**src/rtl/rs485_dir_pkg.sv**
```systemverilog
package rs485_dir_pkg;
  typedef enum logic [1:0] {
    DIR_IDLE = 2'd0,
    DIR_SEND = 2'd1,
    DIR_HOLD = 2'd2
  } dir_state_e;
endpackage

```
**src/rtl/rs485_hold_timer.sv**
```systemverilog
module rs485_hold_timer #(
  parameter int HOLD_W = 8
) (
  input  logic              clk,
  input  logic              rst,
  input  logic              clr,
  input  logic              load,
  input  logic [HOLD_W-1:0] load_val,
  input  logic              tick_en,
  output logic              expire
);
  localparam logic [HOLD_W-1:0] ONE = HOLD_W'(1);

  logic [HOLD_W-1:0] cnt_q;

  always_ff @(posedge clk) begin
    if (rst || clr) begin
      cnt_q <= '0;
    end else if (load) begin
      cnt_q <= load_val;
    end else if (tick_en && cnt_q != '0) begin
      cnt_q <= cnt_q - ONE;
    end
  end

  assign expire = tick_en && (cnt_q == ONE);
endmodule

```
**src/rtl/rs485_dir_fsm.sv**
```systemverilog
module rs485_dir_fsm
  import rs485_dir_pkg::*;
#(
  parameter int HOLD_W = 8
) (
  input  logic              clk,
  input  logic              rst,
  input  logic              tx_pending,
  input  logic              stop_done,
  input  logic              baud_tick,
  input  logic [HOLD_W-1:0] hold_bits,
  input  logic              expire,
  output logic              tmr_clr,
  output logic              tmr_load,
  output logic              tmr_tick,
  output logic              busy_nxt
);
  dir_state_e st_q, st_d;
  logic       hold_zero;

  assign hold_zero = (hold_bits == '0);

  always_comb begin
    st_d     = st_q;
    tmr_clr  = 1'b0;
    tmr_load = 1'b0;
    unique case (st_q)
      DIR_IDLE: begin
        if (tx_pending) st_d = DIR_SEND;
      end
      DIR_SEND, DIR_HOLD: begin
        if (tx_pending) begin
          st_d    = DIR_SEND;
          tmr_clr = 1'b1;
        end else if (stop_done) begin
          if (hold_zero) begin
            st_d    = DIR_IDLE;
            tmr_clr = 1'b1;
          end else begin
            st_d     = DIR_HOLD;
            tmr_load = 1'b1;
          end
        end else if (st_q == DIR_HOLD && expire) begin
          st_d = DIR_IDLE;
        end
      end
      default: st_d = DIR_IDLE;
    endcase
  end

  assign tmr_tick = baud_tick && (st_q == DIR_HOLD);
  assign busy_nxt = (st_d != DIR_IDLE);

  always_ff @(posedge clk) begin
    if (rst) st_q <= DIR_IDLE;
    else     st_q <= st_d;
  end
endmodule

```
**src/rtl/rs485_dir_drive.sv**
```systemverilog
module rs485_dir_drive (
  input  logic clk,
  input  logic rst,
  input  logic want_on,
  input  logic force_on,
  input  logic invert,
  output logic pin_q
);
  logic on_lvl;

  assign on_lvl = invert;

  always_ff @(posedge clk) begin
    if (rst)                     pin_q <= ~on_lvl;
    else if (force_on || want_on) pin_q <= on_lvl;
    else                         pin_q <= ~on_lvl;
  end
endmodule

```
**src/rtl/rs485_dir_ctrl.sv**
```systemverilog
module rs485_dir_ctrl #(
  parameter int HOLD_W = 8
) (
  input  logic              clk,
  input  logic              rst,
  input  logic              tx_pending,
  input  logic              stop_done,
  input  logic              baud_tick,
  input  logic [HOLD_W-1:0] hold_bits,
  input  logic              invert,
  input  logic              ovr_en,
  output logic              dir_out
);
  logic tmr_clr, tmr_load, tmr_tick, expire, busy_nxt;

  rs485_dir_fsm #(.HOLD_W(HOLD_W)) u_fsm (
    .clk       (clk),
    .rst       (rst),
    .tx_pending(tx_pending),
    .stop_done (stop_done),
    .baud_tick (baud_tick),
    .hold_bits (hold_bits),
    .expire    (expire),
    .tmr_clr   (tmr_clr),
    .tmr_load  (tmr_load),
    .tmr_tick  (tmr_tick),
    .busy_nxt  (busy_nxt)
  );

  rs485_hold_timer #(.HOLD_W(HOLD_W)) u_tmr (
    .clk     (clk),
    .rst     (rst),
    .clr     (tmr_clr),
    .load    (tmr_load),
    .load_val(hold_bits),
    .tick_en (tmr_tick),
    .expire  (expire)
  );

  rs485_dir_drive u_drv (
    .clk     (clk),
    .rst     (rst),
    .want_on (busy_nxt),
    .force_on(ovr_en),
    .invert  (invert),
    .pin_q   (dir_out)
  );
endmodule

```
**config.mk**
```make
export PLATFORM = sky130hd
export DESIGN_NAME = rs485_dir_ctrl
export DESIGN_NICKNAME = d
export VERILOG_FILES = /design/src/rtl/rs485_dir_pkg.sv /design/src/rtl/rs485_hold_timer.sv /design/src/rtl/rs485_dir_fsm.sv /design/src/rtl/rs485_dir_drive.sv /design/src/rtl/rs485_dir_ctrl.sv
export SDC_FILE = /design/constraint.sdc
export NUM_CORES = 1
export LEC_CHECK = 0
export ABC_AREA = 1
export BUFFER_PORTS_ARGS = -buffer_cell sky130_fd_sc_hd__clkbuf_2
export CORE_UTILIZATION = 53
export CTS_BUF_LIST = sky130_fd_sc_hd__clkbuf_16
export CTS_CLUSTER_SIZE = 20
export DETAILED_ROUTE_END_ITERATION = 12
export PLACE_DENSITY_LB_ADDON = 0.12
export SETUP_SLACK_MARGIN = 0.2
export SKIP_LAST_GASP = 1
export SLEW_MARGIN = 20
export SYNTH_ARGS = -nofsm -noshare
export SYNTH_HDL_FRONTEND = slang
export SYNTH_SLANG_ARGS = --single-unit
```
**constraint.sdc**
```tcl
create_clock -name clk -period 1.8 [get_ports clk]
set_input_delay 0 -clock clk [delete_from_list [all_inputs] [get_ports clk]]
set_output_delay 0 -clock clk [all_outputs]
set_load 0.02 [all_outputs]
```
==> out/metrics.cfg <==
[outcome]
status=completed

[worst_hold_path]
worstHoldPathType=in2reg

[drt]
vias=818
wl_met1_um=885
dr.pass1.iters=4
drc=0
dr_wl_met3_um=78
top_layer=met4
viasPerCell=4.988
wl_per_cell_um=11.70
dr_wl_met2_um=907
drtAntennaViolNets=0
dr.first_iter.drc_count=14
routed_wl_mm=1.918

[synthesis]
ys_seq_elements=11
mappedNetlistArea_sq_um=842.1
synth.area.top_cells=dfxtp_1 26%, nand2_1 12%, ha_1 8.9%
netlist_instances=129
avgSynthCellArea_sq_um=6.528
synth-main-ff-cell=dfxtp_1
synth_edf_count=0
synth_top_area_share_pct=26.15
synth_top_area_cell=dfxtp_1
yosysUniqueCellTypes=21
syn_nets=150
yosys_warnings=0
ys_seq_area_share_pct=26.15
yosysMostFrequentCell=nand2_1
async_flop_share_pct=0
synth_commonest_cells=28 x nand2_1, 19 x inv_1, 14 x nand3_1

[floorplan]
initial_core_util_pct=56.55
die_w_um=41.86
rows=14
dieArea_sq_mm=0.001752
num_io_pins=16
die_h_um=41.86
core-area_sq_mm=0.001489

[layout]
multiInputGateArea_sq_um=521.8
fin_area_sq_mm=0.001028
area.growth.synth_to_final_pct=22.14
drive_gt1_share_pct=25.00
diodes=0
nets=170
fillers=133
seq_area_sq_um=221.5

[clocking]
cts.sinks=11
max-clock-path-buffers=2
postCtsSetupRepairBufs=0
root_buffer=clkbuf_16
cts_tree=done
cts_max_level=1
clk_latency_ns=0.24
clk_pin_slew_worst_paths_ns=0.04
cts_inserted_buffers=3

[place]
io_buffers=15
place_ws_ns=0.1993
hpwlAfterDp_mm=1.381
place_congestion=0.7916
dpl_cell_area_sq_um=925.9

[timing]
max_freq_mhz=681.2
fin_setup_tns_ns=0
slew_headroom_pct=78.27
hold_slack_ns=0.05712
setup_slack_ns=0.3320
slew_viol_final=0
period_share_pct=81.56
rsz0062_at_grt=no
worst_slew_pin_slew_ns=0.3259
skew_ns=0.003792
finalHoldViolations=0
period_minus_slack_ns=1.468
finalSetupViolCount=0

[critical_path]
crit_type=reg2reg
endpoint_kind=flip-flop
required_ns=1.92
cp.arrival_ns=1.59
worstSetupStartpointType=flip-flop
path_max_fanout=6

[job]
maxCapViolCount=0

[grt]
gr-total-overflow=0
grt_pass1_wl_mm=3.367
grt_max_degree=17
grt_pass1_vias=806
antenna_found_initial=0
grt.total_usage_pct=25.66

[pwr]
powerDensity_mw_per_mm2=831.7
vdd_drop_max_v=0.0004889
leakagePower_nw=0.5690
power_w=0.0008554

[routing by layer]
layer  global-route usage [%]  vias to the layer above
met2                    42.19                       25
met3                    4.348                        6
met4                    14.19                        0
met1                    31.52                      342
li1                         -                      445
met5                        0                        -
[per-stage QoR]
| step | utilization (%) | cells |
|---|---|---|
| 5_1_grt | 69.08 | 164 |
| 3_3_place_gp | 62.18 | 159 |
| 3_5_place_dp | 62.18 | 159 |
| 2_1_floorplan | - | 129 |
| 4_1_cts | 68.32 | 164 |
| 6_report | 69.08 | 164 |
[registers in the layout, indices dropped and copies added, names as in the netlist]
name,count
u_tmr.cnt_q,8
u_fsm.st_q,2
u_drv.pin_q,1
[worst max-delay path, stage by stage, from the launching register on]
cell	delay [ns]
dfxtp_1	0.31
inv_1	0.10
nand2_1	0.07
nor2_2	0.17
nand3_2	0.08
nand2_2	0.14
inv_2	0.09
nand3_1	0.10
xor2_1	0.21
a21oi_1	0.09
[cells in the final DEF (no fill, tap or decap), types with 2 or more instances in the layout]
master and count:
nand3_1 14, o21ai_0 5, xor2_1 5, ha_1 5
inv_1 19, nand2_1 28, o21ai_1 2, clkbuf_16 3
nand2_2 2, inv_2 9, nand4_1 4, nor2_2 2
dfxtp_1 10, nor2_1 12, a21oi_1 3, clkbuf_2 15
o211ai_1 2
[cells by family (layout without fill, tap and decap cells)]
group | count (synthesis) | after routing | synth area share, %
simple gates | 65 | 65 | 36.70
buf+inv | 28 | 47 | 13.37
xor+xnor | 5 | 5 | 5.200
flops | 11 | 11 | 26.15
fa+ha+maj | 6 | 6 | 8.915
compound gates | 14 | 14 | 9.657
[final timing paths]
check / startpoint / to / slack (ns) / cells after the start
worst max-delay path: u_tmr.cnt_q[4] / u_tmr.cnt_q[7] / 0.33 / 9
worst max register to register: u_tmr.cnt_q[4] / u_tmr.cnt_q[7] / 0.33 / 9
worst min-delay path: hold_bits[7] / u_tmr.cnt_q[7] / 0.06 / 3
worst min register to register: u_tmr.cnt_q[4] / u_tmr.cnt_q[4] / 0.55 / 2
[layout make-up]
cell class                 instances  area share (%)
multi-input combinational         90           50.73
timing repair buffer              16           8.272
clock inverter                     1          0.3650
tap                               16           1.946
clock buffer                       3           7.299
inverter                          27           9.854
sequential                        11           21.53
[power breakdown]
group          internal, W  leakage, nW  switching (W)
logic            0.0000710        0.437       0.000105
registers         0.000260       0.0902      0.0000114
clock network     0.000292       0.0423       0.000116
total             0.000623        0.569       0.000233
[timing repair]
action                                 CTS  global route
endpoints found under the hold margin    1             0
pin swaps                                0             0
hold buffers                             1             0
resized for setup                        1             3
setup endpoints to repair                1             5
No activity file was read; power rests on OpenSTA's default activity.
